[src/rtl/tcb_pkg.sv]
`timescale 1ns/1ps
package tcb_pkg;
  localparam int BYTE_W = 8;
  localparam int ADDR_W = 3;
  localparam int CNT_W  = 2 * BYTE_W;

  // count source select codes
  localparam logic [2:0] SRC_SYS_DIV12 = 3'b000;
  localparam logic [2:0] SRC_SYS_DIV4  = 3'b001;
  localparam logic [2:0] SRC_TMR_OVF   = 3'b010;
  localparam logic [2:0] SRC_EXT_CNT   = 3'b011;
  localparam logic [2:0] SRC_SYS       = 3'b100;
  localparam logic [2:0] SRC_EXT_DIV8  = 3'b101;

  // register addresses
  localparam logic [ADDR_W-1:0] REG_CNT_LO = 3'd0;
  localparam logic [ADDR_W-1:0] REG_CNT_HI = 3'd1;
  localparam logic [ADDR_W-1:0] REG_CTRL   = 3'd2;
  localparam logic [ADDR_W-1:0] REG_FLAG   = 3'd3;
  localparam logic [ADDR_W-1:0] REG_EN     = 3'd4;
  localparam logic [ADDR_W-1:0] REG_GLB    = 3'd5;

  // control -> datapath strobes
  typedef struct packed {
    logic              advance;
    logic              wrLo;
    logic              wrHi;
    logic              snap;
    logic [1:0]        tap;
    logic [BYTE_W-1:0] wrByte;
  } dpStrb_t;

  // datapath -> control events
  typedef struct packed {
    logic mainWrap;
    logic midWrap;
  } dpEvt_t;
endpackage

[src/rtl/tcb_prescale.sv]
`timescale 1ns/1ps
module tcb_prescale #(
  parameter int DIV = 12
) (
  input  logic clk,
  input  logic rstN,
  input  logic clr,
  input  logic inc,
  output logic tick
);
  localparam int W = (DIV > 2) ? $clog2(DIV) : 1;

  logic [W-1:0] cnt;

  assign tick = inc && (cnt == W'(DIV - 1));

  always_ff @(posedge clk or negedge rstN) begin
    if (!rstN)    cnt <= '0;
    else if (clr) cnt <= '0;
    else if (inc) cnt <= tick ? '0 : cnt + 1'b1;
  end
endmodule

[src/rtl/tcb_ctrl.sv]
`timescale 1ns/1ps
module tcb_ctrl
  import tcb_pkg::*;
#(
  parameter int NUM_CH      = 6,
  parameter int DIV_SLOW    = 12,
  parameter int DIV_FAST    = 4,
  parameter int DIV_EXT     = 8,
  parameter int SYNC_STAGES = 2,
  localparam int FLAG_W     = 2 + NUM_CH
) (
  input  logic              clk,
  input  logic              rstN,
  input  logic              wrEn,
  input  logic              rdEn,
  input  logic [ADDR_W-1:0] addr,
  input  logic [BYTE_W-1:0] wrData,
  output logic [BYTE_W-1:0] rdData,
  input  logic              timerOvf,
  input  logic              extCount,
  input  logic              extClk,
  input  logic [NUM_CH-1:0] chEvt,
  input  logic [BYTE_W-1:0] cntLo,
  input  logic [BYTE_W-1:0] snapHi,
  input  dpEvt_t            evt,
  output dpStrb_t           strb,
  output logic [FLAG_W-1:0] flags,
  output logic [FLAG_W-1:0] en,
  output logic              glbEn,
  output logic              blkEn
);
  logic [2:0] selReg;
  logic       runReg;
  logic [1:0] tapReg;
  logic       selChange;
  logic       tick;
  logic       tDivSlow, tDivFast, tDivExt;
  logic [1:0] extIn, extEdge;
  logic       flagWr;
  logic [FLAG_W-1:0] keepMask, setEv;

  // synchronizers and rising-edge detectors for the two external inputs
  assign extIn = {extClk, extCount};
  for (genvar g = 0; g < 2; g++) begin : gSync
    logic [SYNC_STAGES-1:0] sh;
    logic                   prev;
    always_ff @(posedge clk or negedge rstN) begin
      if (!rstN) begin
        sh   <= '0;
        prev <= 1'b0;
      end else begin
        if (SYNC_STAGES > 1) sh <= {sh[SYNC_STAGES-2:0], extIn[g]};
        else                 sh <= extIn[g];
        prev <= sh[SYNC_STAGES-1];
      end
    end
    assign extEdge[g] = sh[SYNC_STAGES-1] & ~prev;
  end

  assign selChange = wrEn && (addr == REG_CTRL) && (wrData[2:0] != selReg);

  tcb_prescale #(.DIV(DIV_SLOW)) uDivSlow (
    .clk(clk), .rstN(rstN), .clr(selChange), .inc(1'b1), .tick(tDivSlow));
  tcb_prescale #(.DIV(DIV_FAST)) uDivFast (
    .clk(clk), .rstN(rstN), .clr(selChange), .inc(1'b1), .tick(tDivFast));
  tcb_prescale #(.DIV(DIV_EXT)) uDivExt (
    .clk(clk), .rstN(rstN), .clr(selChange), .inc(extEdge[1]), .tick(tDivExt));

  always_comb begin
    case (selReg)
      SRC_SYS_DIV12: tick = tDivSlow;
      SRC_SYS_DIV4:  tick = tDivFast;
      SRC_TMR_OVF:   tick = timerOvf;
      SRC_EXT_CNT:   tick = extEdge[0];
      SRC_SYS:       tick = 1'b1;
      SRC_EXT_DIV8:  tick = tDivExt;
      default:       tick = 1'b0;
    endcase
  end

  // configuration registers
  always_ff @(posedge clk or negedge rstN) begin
    if (!rstN) begin
      selReg <= '0;
      runReg <= 1'b0;
      tapReg <= '0;
      en     <= '0;
      glbEn  <= 1'b0;
      blkEn  <= 1'b0;
    end else if (wrEn) begin
      case (addr)
        REG_CTRL: begin
          selReg <= wrData[2:0];
          runReg <= wrData[3];
          tapReg <= wrData[5:4];
        end
        REG_EN:  en <= wrData[FLAG_W-1:0];
        REG_GLB: begin
          glbEn <= wrData[0];
          blkEn <= wrData[1];
        end
        default: ;
      endcase
    end
  end

  // sticky flags: write-0 clears, events win over a same-cycle clear
  assign flagWr   = wrEn && (addr == REG_FLAG);
  assign keepMask = flagWr ? wrData[FLAG_W-1:0] : '1;
  assign setEv    = {chEvt, evt.midWrap, evt.mainWrap};

  always_ff @(posedge clk or negedge rstN) begin
    if (!rstN) flags <= '0;
    else       flags <= (flags & keepMask) | setEv;
  end

  always_comb begin
    strb.advance = runReg && tick;
    strb.wrLo    = wrEn && (addr == REG_CNT_LO);
    strb.wrHi    = wrEn && (addr == REG_CNT_HI);
    strb.snap    = rdEn && (addr == REG_CNT_LO);
    strb.tap     = tapReg;
    strb.wrByte  = wrData;
  end

  always_comb begin
    case (addr)
      REG_CNT_LO: rdData = cntLo;
      REG_CNT_HI: rdData = snapHi;
      REG_CTRL:   rdData = BYTE_W'({tapReg, runReg, selReg});
      REG_FLAG:   rdData = BYTE_W'(flags);
      REG_EN:     rdData = BYTE_W'(en);
      REG_GLB:    rdData = BYTE_W'({blkEn, glbEn});
      default:    rdData = '0;
    endcase
  end
endmodule

[src/rtl/tcb_datapath.sv]
`timescale 1ns/1ps
module tcb_datapath
  import tcb_pkg::*;
#(
  parameter int TAP_BASE = 8
) (
  input  logic             clk,
  input  logic             rstN,
  input  dpStrb_t          strb,
  output logic [CNT_W-1:0] count,
  output logic [BYTE_W-1:0] snapHi,
  output dpEvt_t           evt
);
  logic [BYTE_W-1:0] cntLo, cntHi;
  logic [CNT_W-1:0]  tapMask;
  logic              step;

  assign count = {cntHi, cntLo};
  assign step  = strb.advance && !strb.wrLo && !strb.wrHi;

  always_comb tapMask = (CNT_W'(1) << (TAP_BASE + int'(strb.tap))) - CNT_W'(1);

  assign evt.mainWrap = step && (&count);
  assign evt.midWrap  = step && ((count & tapMask) == tapMask);

  always_ff @(posedge clk or negedge rstN) begin
    if (!rstN) begin
      cntLo  <= '0;
      cntHi  <= '0;
      snapHi <= '0;
    end else begin
      if (strb.wrLo) cntLo <= strb.wrByte;
      if (strb.wrHi) cntHi <= strb.wrByte;
      if (step) {cntHi, cntLo} <= CNT_W'(count + 1'b1);
      if (strb.snap) snapHi <= cntHi;
    end
  end
endmodule

[src/rtl/tcb_irq.sv]
`timescale 1ns/1ps
module tcb_irq #(
  parameter int FLAG_W = 8
) (
  input  logic [FLAG_W-1:0] flags,
  input  logic [FLAG_W-1:0] en,
  input  logic              glbEn,
  input  logic              blkEn,
  output logic              irq
);
  logic [FLAG_W-1:0] srcReq;

  for (genvar i = 0; i < FLAG_W; i++) begin : gSrc
    assign srcReq[i] = flags[i] & en[i];
  end

  assign irq = glbEn && blkEn && (|srcReq);
endmodule

[src/rtl/tick_counter_irq.sv]
`timescale 1ns/1ps
module tick_counter_irq
  import tcb_pkg::*;
#(
  parameter int NUM_CH      = 6,
  parameter int TAP_BASE    = 8,
  parameter int DIV_SLOW    = 12,
  parameter int DIV_FAST    = 4,
  parameter int DIV_EXT     = 8,
  parameter int SYNC_STAGES = 2,
  localparam int FLAG_W     = 2 + NUM_CH
) (
  input  logic              clk,
  input  logic              rstN,
  input  logic              wrEn,
  input  logic              rdEn,
  input  logic [ADDR_W-1:0] addr,
  input  logic [BYTE_W-1:0] wrData,
  output logic [BYTE_W-1:0] rdData,
  input  logic              timerOvf,
  input  logic              extCount,
  input  logic              extClk,
  input  logic [NUM_CH-1:0] chEvt,
  output logic [CNT_W-1:0]  count,
  output logic              irq
);
  dpStrb_t           strb;
  dpEvt_t            evt;
  logic [BYTE_W-1:0] snapHi;
  logic [FLAG_W-1:0] flags, en;
  logic              glbEn, blkEn;

  tcb_ctrl #(
    .NUM_CH(NUM_CH), .DIV_SLOW(DIV_SLOW), .DIV_FAST(DIV_FAST),
    .DIV_EXT(DIV_EXT), .SYNC_STAGES(SYNC_STAGES)
  ) uCtrl (
    .clk(clk), .rstN(rstN), .wrEn(wrEn), .rdEn(rdEn), .addr(addr),
    .wrData(wrData), .rdData(rdData), .timerOvf(timerOvf),
    .extCount(extCount), .extClk(extClk), .chEvt(chEvt),
    .cntLo(count[BYTE_W-1:0]), .snapHi(snapHi), .evt(evt), .strb(strb),
    .flags(flags), .en(en), .glbEn(glbEn), .blkEn(blkEn)
  );

  tcb_datapath #(.TAP_BASE(TAP_BASE)) uDp (
    .clk(clk), .rstN(rstN), .strb(strb), .count(count),
    .snapHi(snapHi), .evt(evt)
  );

  tcb_irq #(.FLAG_W(FLAG_W)) uIrq (
    .flags(flags), .en(en), .glbEn(glbEn), .blkEn(blkEn), .irq(irq)
  );
endmodule

[config.mk]
export PLATFORM = sky130hd
export DESIGN_NAME = tick_counter_irq
export DESIGN_NICKNAME = d
export VERILOG_FILES = /design/src/rtl/tcb_pkg.sv /design/src/rtl/tcb_prescale.sv /design/src/rtl/tcb_ctrl.sv /design/src/rtl/tcb_datapath.sv /design/src/rtl/tcb_irq.sv /design/src/rtl/tick_counter_irq.sv
export SDC_FILE = /design/constraint.sdc
export NUM_CORES = 1
export LEC_CHECK = 0
export ABC_AREA = 1
export BUFFER_PORTS_ARGS = -buffer_cell sky130_fd_sc_hd__buf_2
export CORE_MARGIN = 5
export CORE_UTILIZATION = 31
export CTS_CLUSTER_SIZE = 20
export DETAILED_ROUTE_END_ITERATION = 6
export GPL_ROUTABILITY_DRIVEN = 0
export PLACE_DENSITY_LB_ADDON = 0.1
export SLEW_MARGIN = 20
export SYNTH_ARGS = -nofsm -noshare
export SYNTH_HDL_FRONTEND = slang
export SYNTH_SLANG_ARGS = --single-unit
export TNS_END_PERCENT = 30
[constraint.sdc]
create_clock -name clk -period 2.4 [get_ports clk]
set_input_delay 0.12 -clock clk [delete_from_list [all_inputs] [get_ports clk]]
set_output_delay 0.12 -clock clk [all_outputs]
set_load 0.05 [all_outputs]
==> results of run 1 <==
[stage by stage]
stage	total power, W	instance area (um^2)
2_1_floorplan	0.00302	3470
3_3_place_gp	0.00356	3880
3_5_place_dp	0.00359	3880
4_1_cts	0.00453	4160
5_1_grt	0.00482	4160
6_report	0.00447	4160
[worst max-delay path, stage by stage, from the launching register on]
cell     delay [ns]
dfrtp_1        0.37
ha_1           0.16
ha_1           0.18
nand3_1        0.10
nand2_1        0.07
nand2_1        0.05
nand2_1        0.15
nand4_2        0.48
or2_2          0.47
nand3_1        0.08
[cell type report]
class / instances / share of cell area
inverter: 52 / 0.0475
tap: 140 / 0.0421
clock inverter: 4 / 0.0108
clock buffer: 12 / 0.0349
timing repair buffer: 59 / 0.0861
sequential: 63 / 0.379
multi-input combinational: 313 / 0.399
[state kept, by name, summed over array words and instances (netlist names)]
signal and count:
uCtrl.tapReg 2, uDp.snapHi 8, uCtrl.uDivSlow.cnt 4, uDp.cntHi 8
uCtrl.en 8, uDp.cntLo 8, uCtrl.uDivFast.cnt 2, uCtrl.selReg 3
uCtrl.glbEn 1, uCtrl.blkEn 1, uCtrl.runReg 1, uCtrl.gSync.prev 2
uCtrl.gSync.sh 4, uCtrl.flags 8, uCtrl.uDivExt.cnt 3
[cells in the final DEF (no fill, tap or decap), types with 2 or more instances in the layout]
cell / n
dlygate4sd3_1: 9
o2111ai_1: 2
ha_1: 7
inv_1: 50
mux2_2: 9
clkinv_2: 3
nor3_1: 4
mux2i_1: 3
o21ai_0: 35
clkbuf_8: 10
nand3_2: 2
xor2_1: 5
a221oi_1: 4
clkbuf_1: 2
nor2_2: 2
a22oi_1: 3
buf_2: 48
nor2_8: 2
o211ai_1: 6
dfrtp_1: 63
a21oi_1: 9
o22ai_1: 6
nor2_1: 35
nand2_1: 121
nand3_1: 37
nand4_1: 9
nand2_2: 3
or2_2: 2
[kinds of logic after synthesis]
family | after synthesis | synth area share
flip-flops | 63 | 0.454
buffers and inverters | 58 | 0.0677
AND/OR/NAND/NOR | 221 | 0.287
XOR/XNOR | 6 | 0.0151
AO/OA/AOI/OAI | 67 | 0.113
adder cells (fa/ha/maj) | 7 | 0.0252
multiplexers | 12 | 0.0378
[power by group through the flow]
stage | Combinational (W) | Clock (W) | Sequential (W)
floorplan | 0.000925 | 0 | 0.00210
CTS | 0.00181 | 0.000949 | 0.00177
global placement | 0.00177 | 0 | 0.00178
detailed placement | 0.00180 | 0 | 0.00179
global route | 0.00200 | 0.000994 | 0.00183
finish | 0.00179 | 0.000916 | 0.00177
[metal layers]
metal,vias up,wire length (um),share of wire
li1,1575,-,-
met1,1501,5020,0.49
met2,69,4660,0.45
met3,8,495,0.048
met4,0,98,0.0095
met5,-,0,0
[worst max-delay path by stage]
| stage | endpoint | slack, ns | cells past startpoint |
|---|---|---|---|
| finish | uDp.cntLo[0] | 0.24 | 9 |
| CTS | uDp.cntLo[0] | 0.24 | 9 |
| global route | uDp.cntLo[0] | 0.05 | 9 |
| floorplan | rdData[4] | 0.39 | 2 |
| detailed placement | uDp.cntLo[0] | 0.25 | 9 |
| global placement | uDp.cntLo[0] | 0.34 | 9 |
[timing repair]
action / 4_1_cts / 5_1_grt
hold buffers: 9 / 0
gates resized for setup: 0 / 0
endpoints found under the hold margin: 38 / 0
==> results_dict.tcl, run 1 <==
set metrics [dict create \
    grt_first_pass_wirelength_mm 16.7 \
    row_count 38 \
    r2r-start "uCtrl.uDivExt.cnt[0]" \
    synth.top_cell.area_share 0.454 \
    rsz0062_at_grt "false" \
    timing.rr.end "uDp.cntLo[0]" \
    drt-total-wl_mm 10.3 \
    peakVddDrop_mv 0.488 \
    place_inst 618 \
    whs_ns 0.0937 \
    port_buffers 48 \
    clkLatencyLatePin_ns 0.34 \
    seq_power_share 0.395 \
    synth_flop_cell "dfrtp_1" \
    fin_nets 529 \
    maxCapViolCount 0 \
    max_freq_mhz 462 \
    start_kind "flip-flop" \
    grt_util_all_layers 0.162 \
    async_reset_ff_frac 1.00 \
    yosysMostFrequentCell "nand2_1" \
    setup_ws_ns 0.235 \
    busiest_layer "met2" \
    hold_class "primary input to flip-flop" \
    tightest_slew_ns 0.794 \
    htree_levels 3 \
    grt_util_met2 0.252 \
    yosys-top-cells-count "nand2_1, dfrtp_1, inv_1, nand3_1" \
    slew_viol_final 0 \
    cts_tree "built" \
    status "finished, final reports clean" \
    start_util 0.319 \
    dieArea_um2 13400 \
    setup_viol 0 \
    coreArea_um2 10900 \
    period_minus_slack_ns 2.16 \
    synth_top_cell_by_area "dfrtp_1" \
    p_leak_nw 2.02 \
    syn_to_final_growth_pct 19.7 \
    yosysWarnings 0 \
    grt_max_degree 34 \
    crit_type "flip-flop to flip-flop" \
    synth-seq-area-share 0.454 \
    grt_pass1_vias 3106 \
    overflow 0 \
    synth.area.top_cells "dfrtp_1, nand2_1, inv_1" \
    die_w_um 116 \
    use_met3 0.0386 \
    vias 3153 \
    p_sw_w 0.00206 \
    intPower_w 0.00241 \
    pwr-share-clk 0.205 \
    maxSlewHeadroom 0.470 \
    preCtsSetupSlack_ns 0.254 \
    r2r_slack_ns 0.24 \
    multi_input_area_um2 1660 \
    cts_root_buf "clkbuf_8" \
    ys_types 36 \
    dieHeight_um 116 \
    post-dp-hpwl_mm 7.83 \
    p_comb_frac 0.400 \
    p_per_area_nw_per_um2 1080 \
    grt_use_met1 0.226 \
    clkSinkCount 63 \
    ant_nets 0 \
    hold_path_end "uDp.cntLo[7]" \
    seq_area_um2 1580 \
    first_pass_iters 4 \
    worst-r2r-cell-count 9 \
    synth_cells 434 \
    drc_errors 0 \
    endpoint_kind "flip-flop" \
    hold_violations 0 \
    swShare 0.460 \
    min_period_over_period 0.902 \
    ios 49 \
    whs_path_depth 3 \
    synth.avg_cell_area_um2 8.00 \
    setup_tns_ns 0 \
    synth-seq-cells 63 \
    worstPathRequired_ns 2.68 \
    synth-edff-count 0 \
    min-delay-start "wrData[7]" \
    drive_above_1_share 0.177 \
    avgRoutedWirePerCell_um 16.0 \
    diodes 0 \
    n_fill_cell 1163 \
    final_util 0.382 \
    cts_buffers 9 \
    critPathMaxFanout 21 \
    drt_iter0_markers 289 \
    arrival_ns 2.44 \
    antenna_found_initial 0 \
    syn_area_um2 3470 \
    clk_path_buf_depth 2 \
    vias_per_cell 4.90 \
    synth_nets 465 \
    postCtsSetupBuffers 0 \
    clkTransAtPathRegs_ns 0.07 \
    cp-startpoint "uCtrl.uDivExt.cnt[0]" \
    finClkSkew_ns 0.00364 \
    fin_cells 643 \
]
No activity file was read; power rests on OpenSTA's default activity.
==> run 2: changes to the inputs <==
--- a/config.mk
+++ b/config.mk
@@ -8,10 +8,11 @@
 export ABC_AREA = 1
 export BUFFER_PORTS_ARGS = -buffer_cell sky130_fd_sc_hd__buf_2
 export CORE_MARGIN = 5
-export CORE_UTILIZATION = 31
+export CORE_UTILIZATION = 45
 export CTS_CLUSTER_SIZE = 20
 export DETAILED_ROUTE_END_ITERATION = 6
 export GPL_ROUTABILITY_DRIVEN = 0
+export HOLD_SLACK_MARGIN = 0.03
 export PLACE_DENSITY_LB_ADDON = 0.1
 export SLEW_MARGIN = 20
 export SYNTH_ARGS = -nofsm -noshare
==> run 2 against run 1 <==
First-iteration DRC count down 23%. Fmax increased by 16%. Worst setup slack gained 0.29 ns. Global-route usage rose by 4.1 points. Via count down 0.19%. Register-to-register slack better by 0.29 ns. Wire length decreased by 9.7%. Core utilization increased by 16 points. Non-clock buffer count increased by 1. Die area decreased by 29%. Largest cell class unchanged. Highest routed layer unchanged.
==> results_dict.tcl, run 2 (same netlist as run 1, synthesis figures left out) <==
set metrics [dict create \
    mostFrequentLayoutCell "nand2_1" \
    slew_viol_final 0 \
    coreArea_um2 7610 \
    post-dp-hpwl_mm 7.04 \
    p_comb_frac 0.390 \
    clkTransAtPathRegs_ns 0.07 \
    p_per_area_nw_per_um2 1100 \
    htree_levels 3 \
    syn_to_final_growth_pct 19.5 \
    grt_first_pass_wirelength_mm 15.6 \
    tightest_slew_ns 0.760 \
    status "finished, final reports clean" \
    vias_per_cell 5.19 \
    crit_top_cell "nand2_1" \
    drive_above_1_share 0.179 \
    place_inst 581 \
    min-delay-start "wrData[1]" \
    max_freq_mhz 535 \
    clk_path_buf_depth 2 \
    period_minus_slack_ns 1.87 \
    p_leak_nw 2.03 \
    setup_viol 0 \
    setup_tns_ns 0 \
    drt-total-wl_mm 9.28 \
    rsz0062_at_grt "false" \
    antenna_found_initial 0 \
    cp-startpoint "uCtrl.uDivExt.cnt[0]" \
    avgRoutedWirePerCell_um 15.3 \
    final_cell_mix "nand2_1, dfrtp_1, inv_1" \
    critPathMaxFanout 12 \
    cts-resized-gates 0 \
    drt_iter0_markers 223 \
    diodes 0 \
    crit_slowest_cell "dfrtp_1" \
    drc_errors 0 \
    worstPathRequired_ns 2.62 \
    die_w_um 97.8 \
    crit_buf_inv 1 \
    crit_family "simple AND/OR/NAND/NOR gates" \
    dieArea_um2 9570 \
    start_kind "flip-flop" \
    arrival_ns 2.09 \
    setup_ws_ns 0.530 \
    intPower_w 0.00254 \
    preCtsSetupSlack_ns 0.541 \
    cp_cell_sequence "ha_1 -> ha_1 -> nand3_1 -> nand2_1 -> nand2_1 -> nand2_1 -> nand4_2 -> buf_4 -> nand3_1 -> o211ai_1" \
    swShare 0.445 \
    grt_util_all_layers 0.203 \
    grt_pass1_vias 3096 \
    finClkSkew_ns 0.00736 \
    maxSlewHeadroom 0.493 \
    cts_buffers 9 \
    hold_class "primary input to flip-flop" \
    hold_violations 0 \
    clkSinkCount 63 \
    crit_type "flip-flop to flip-flop" \
    clkLatencyLatePin_ns 0.34 \
    maxCapViolCount 0 \
    fin_nets 530 \
    seq_power_share 0.382 \
    min_period_over_period 0.779 \
    vias 3147 \
    ios 49 \
    overflow 0 \
    p_sw_w 0.00203 \
    row_count 32 \
    pwr-share-clk 0.228 \
    ant_nets 0 \
    r2r-start "uCtrl.uDivExt.cnt[0]" \
    fin_cells 606 \
    start_util 0.456 \
    grt_max_degree 33 \
    endpoint_kind "flip-flop" \
    cts_tree "built" \
    port_buffers 48 \
    dieHeight_um 97.8 \
    slowest_delay_ns 0.37 \
    peakVddDrop_mv 0.516 \
    first_pass_iters 5 \
    cts_root_buf "clkbuf_8" \
]
[run 2: final cells by class]
cell class / count / area (um^2)
fillers: 732 / 3460
multi-input cells: 313 / 1660
flip-flops and latches: 63 / 1580
repair buffers: 60 / 365
inverters: 52 / 198
clock buffers: 12 / 145
well taps: 102 / 128
clock inverters: 4 / 77.6
[run 2: power groups by stage]
stage          Clock, W  Combinational [W]  Sequential (W)
5_1_grt         0.00112            0.00197         0.00180
3_3_place_gp          0            0.00176         0.00175
2_1_floorplan         0           0.000925         0.00210
4_1_cts         0.00107            0.00180         0.00174
6_report        0.00104            0.00178         0.00174
3_5_place_dp          0            0.00178         0.00176
[run 2: layer usage]
metal  global-route usage  routed length (um)  share of wire  up-vias
met5                    0                   0              0        -
met4               0.0596                 129          0.014        0
met3               0.0486                 471          0.051       14
met2                0.324                4300           0.46       88
met1                0.275                4380           0.47     1474
li1                     -                   -              -     1571
[run 2: final timing paths]
path                                    endpoint  depth (start not counted)  slack, ns
max reg2reg                         uDp.cntLo[3]                         10       0.53
max                                 uDp.cntLo[3]                         10       0.53
min in group asynchronous            uCtrl.en[0]                          2       0.38
max in group asynchronous  uCtrl.uDivSlow.cnt[2]                          3       1.39
min reg2reg                 uCtrl.gSync[0].sh[1]                          0       0.36
min                              uCtrl.selReg[1]                          3       0.09
[run 2: repair_timing]
item	CTS	global route
setup buffers	0	0
hold endpoints to repair	39	0
hold buffers	9	0
[run 2: worst min-delay path, stage by stage]
cell	delay (ns)
buf_2	0.14
nand2_1	0.06
o21ai_0	0.06
[run 2: stage by stage]
step / hold slack [ns] / cell area (um^2) / utilization / power, W
after floorplan: -0.176 / 3470 / - / 0.00302
after global placement: 0.226 / 3840 / 0.504 / 0.00351
after detailed placement: 0.229 / 3840 / 0.504 / 0.00354
after CTS: 0.0627 / 4150 / 0.546 / 0.00461
after global routing: 0.0893 / 4150 / 0.546 / 0.00489
final: 0.0852 / 4150 / 0.546 / 0.00457
==> run 3: changes to the inputs <==
==> constraint.sdc (replaced) <==
create_clock -name clk -period 1.63 [get_ports clk]
set_input_delay 0.0815 -clock clk [delete_from_list [all_inputs] [get_ports clk]]
set_output_delay 0.0815 -clock clk [all_outputs]
set_load 0.05 [all_outputs]
==> run 3 against run 2 <==
The flow now finishes with violations (setup timing). Clock power rose by 34%. Critical path depth did not move. Sequential cell count unchanged. Wire length is 4.7% higher. Sequential share of layout area shrank 2.0 points. Critical path type unchanged.
==> results_dict.tcl, run 3 (same netlist as run 1, synthesis figures left out) <==
set metrics [dict create \
    status "finished, violations left" \
    violations "setup timing" \
    slew_viol_final 0 \
    ant_nets 0 \
    clk_path_buf_depth 2 \
    worstPathRequired_ns 1.86 \
    htree_levels 3 \
    row_count 32 \
    drt-total-wl_mm 9.72 \
    drc_errors 0 \
    crit_type "flip-flop to flip-flop" \
    finClkSkew_ns 0.0171 \
    maxCapViolCount 0 \
    period_minus_slack_ns 1.66 \
    met3WireLength_um 551 \
    dr_wl_met2_mm 4.63 \
    vias 3291 \
    final_cell_mix "nand2_1, dfrtp_1, inv_1" \
    rsz0062_at_grt "true" \
    p_leak_nw 2.15 \
    setup_viol 7 \
    clkSinkCount 63 \
    mostFrequentLayoutCell "nand2_1" \
    whs_path_depth 3 \
    grt_first_pass_wirelength_mm 16.2 \
    antenna_found_initial 0 \
    max_freq_mhz 603 \
    avgRoutedWirePerCell_um 15.4 \
    peakVddDrop_mv 0.735 \
    overflow 0 \
    hold_path_end "uCtrl.selReg[1]" \
    hold_class "primary input to flip-flop" \
    final_util 0.577 \
    maxSlewHeadroom 0.744 \
    dieHeight_um 97.8 \
    hold_violations 0 \
    dr.max_layer_used "met4" \
    setup_ws_ns -0.0288 \
    endpoint_kind "flip-flop" \
    dieArea_um2 9570 \
    drt_iter0_markers 239 \
    clkTransAtPathRegs_ns 0.08 \
    grt_util_all_layers 0.210 \
    first_pass_iters 4 \
    cts_buffers 9 \
    grt_max_degree 64 \
    preCtsSetupSlack_ns -0.103 \
    start_util 0.456 \
    r2r-start "uCtrl.uDivExt.cnt[0]" \
    r2r_slack_ns -0.03 \
    arrival_ns 1.89 \
    diodes 0 \
    timing.rr.end "uDp.cntHi[3]" \
    met1_length_mm 4.42 \
    p_per_area_nw_per_um2 1570 \
    min-delay-start "wrData[1]" \
    syn_to_final_growth_pct 26.3 \
    tightest_slew_ns 0.384 \
    port_buffers 48 \
    critPathMaxFanout 5 \
    post-dp-hpwl_mm 7.21 \
    fin_nets 554 \
    die_w_um 97.8 \
    coreArea_um2 7610 \
    drive_above_1_share 0.239 \
    start_kind "flip-flop" \
    min_period_over_period 1.02 \
    cts_root_buf "clkbuf_8" \
    cts_tree "built" \
    clkLatencyLatePin_ns 0.35 \
    vias_per_cell 5.22 \
    worst-r2r-cell-count 10 \
    grt_pass1_vias 3276 \
    ios 49 \
]
[run 3: repair_timing]
| item | CTS | global route |
|---|---|---|
| cloned | 1 | 0 |
| endpoints found under the hold margin | 72 | 0 |
| setup endpoints to repair | 21 | 23 |
| resized for setup | 15 | 3 |
| pin swaps | 5 | 4 |
| setup buffers | 6 | 0 |
| hold buffers | 10 | 0 |
[run 3: per-stage QoR]
step	std cells	instance area (um^2)	TNS [ns]	hold slack, ns	power (W)
4_1_cts	630	4380	-0.228	0.0443	0.00691
3_5_place_dp	598	3980	-0.792	0.133	0.00540
6_report	630	4390	-0.122	0.0509	0.00689
5_1_grt	630	4390	-2.91	0.0598	0.00735
2_1_floorplan	434	3470	-0.523	-0.214	0.00445
3_3_place_gp	598	3980	-0.221	0.124	0.00536
[run 3: where the power goes]
part	switching, W	total [W]	internal [W]
logic	0.00199	0.00299	0.000999
registers	0.000488	0.00252	0.00203
clock network	0.000638	0.00139	0.000749
[run 3: final cells by class]
class	count	area (um^2)
Multi-Input combinational cell	314	1720
Fill cell	734	3220
Timing Repair Buffer	83	566
Clock inverter	5	56.3
Clock buffer	11	141
Inverter	52	198
Sequential cell	63	1580
Tap cell	102	128
[run 3: critical path, cell delays in order, from the launching register on]
cell and delay (ns):
dfrtp_1 0.36, ha_2 0.20, ha_4 0.14, nand3_2 0.06, nand2_1 0.06, nand2_1 0.06, nand2_2 0.11, nand3_4 0.18
buf_6 0.18, o211ai_1 0.14, nand2_1 0.07
[run 3: metal layers]
layer  vias to the layer above  track usage
met5                         -            0
met4                         0       0.0575
met3                        12       0.0436
met2                        96        0.340
met1                      1563        0.285
li1                       1620            -
[run 3: how the worst max path moves through the flow]
stage                               from           end  slack (ns)  cells after the start
detailed placement  uCtrl.uDivExt.cnt[0]  uDp.cntHi[4]       -0.10                     12
global route        uCtrl.uDivExt.cnt[0]  uDp.cntHi[2]       -0.19                     12
CTS                 uCtrl.uDivExt.cnt[0]  uDp.cntHi[3]       -0.05                     10
finish              uCtrl.uDivExt.cnt[0]  uDp.cntHi[3]       -0.03                     10
floorplan                   uDp.cntLo[0]  uDp.cntHi[0]       -0.20                      9
global placement    uCtrl.uDivExt.cnt[0]  uDp.cntHi[2]       -0.04                     11
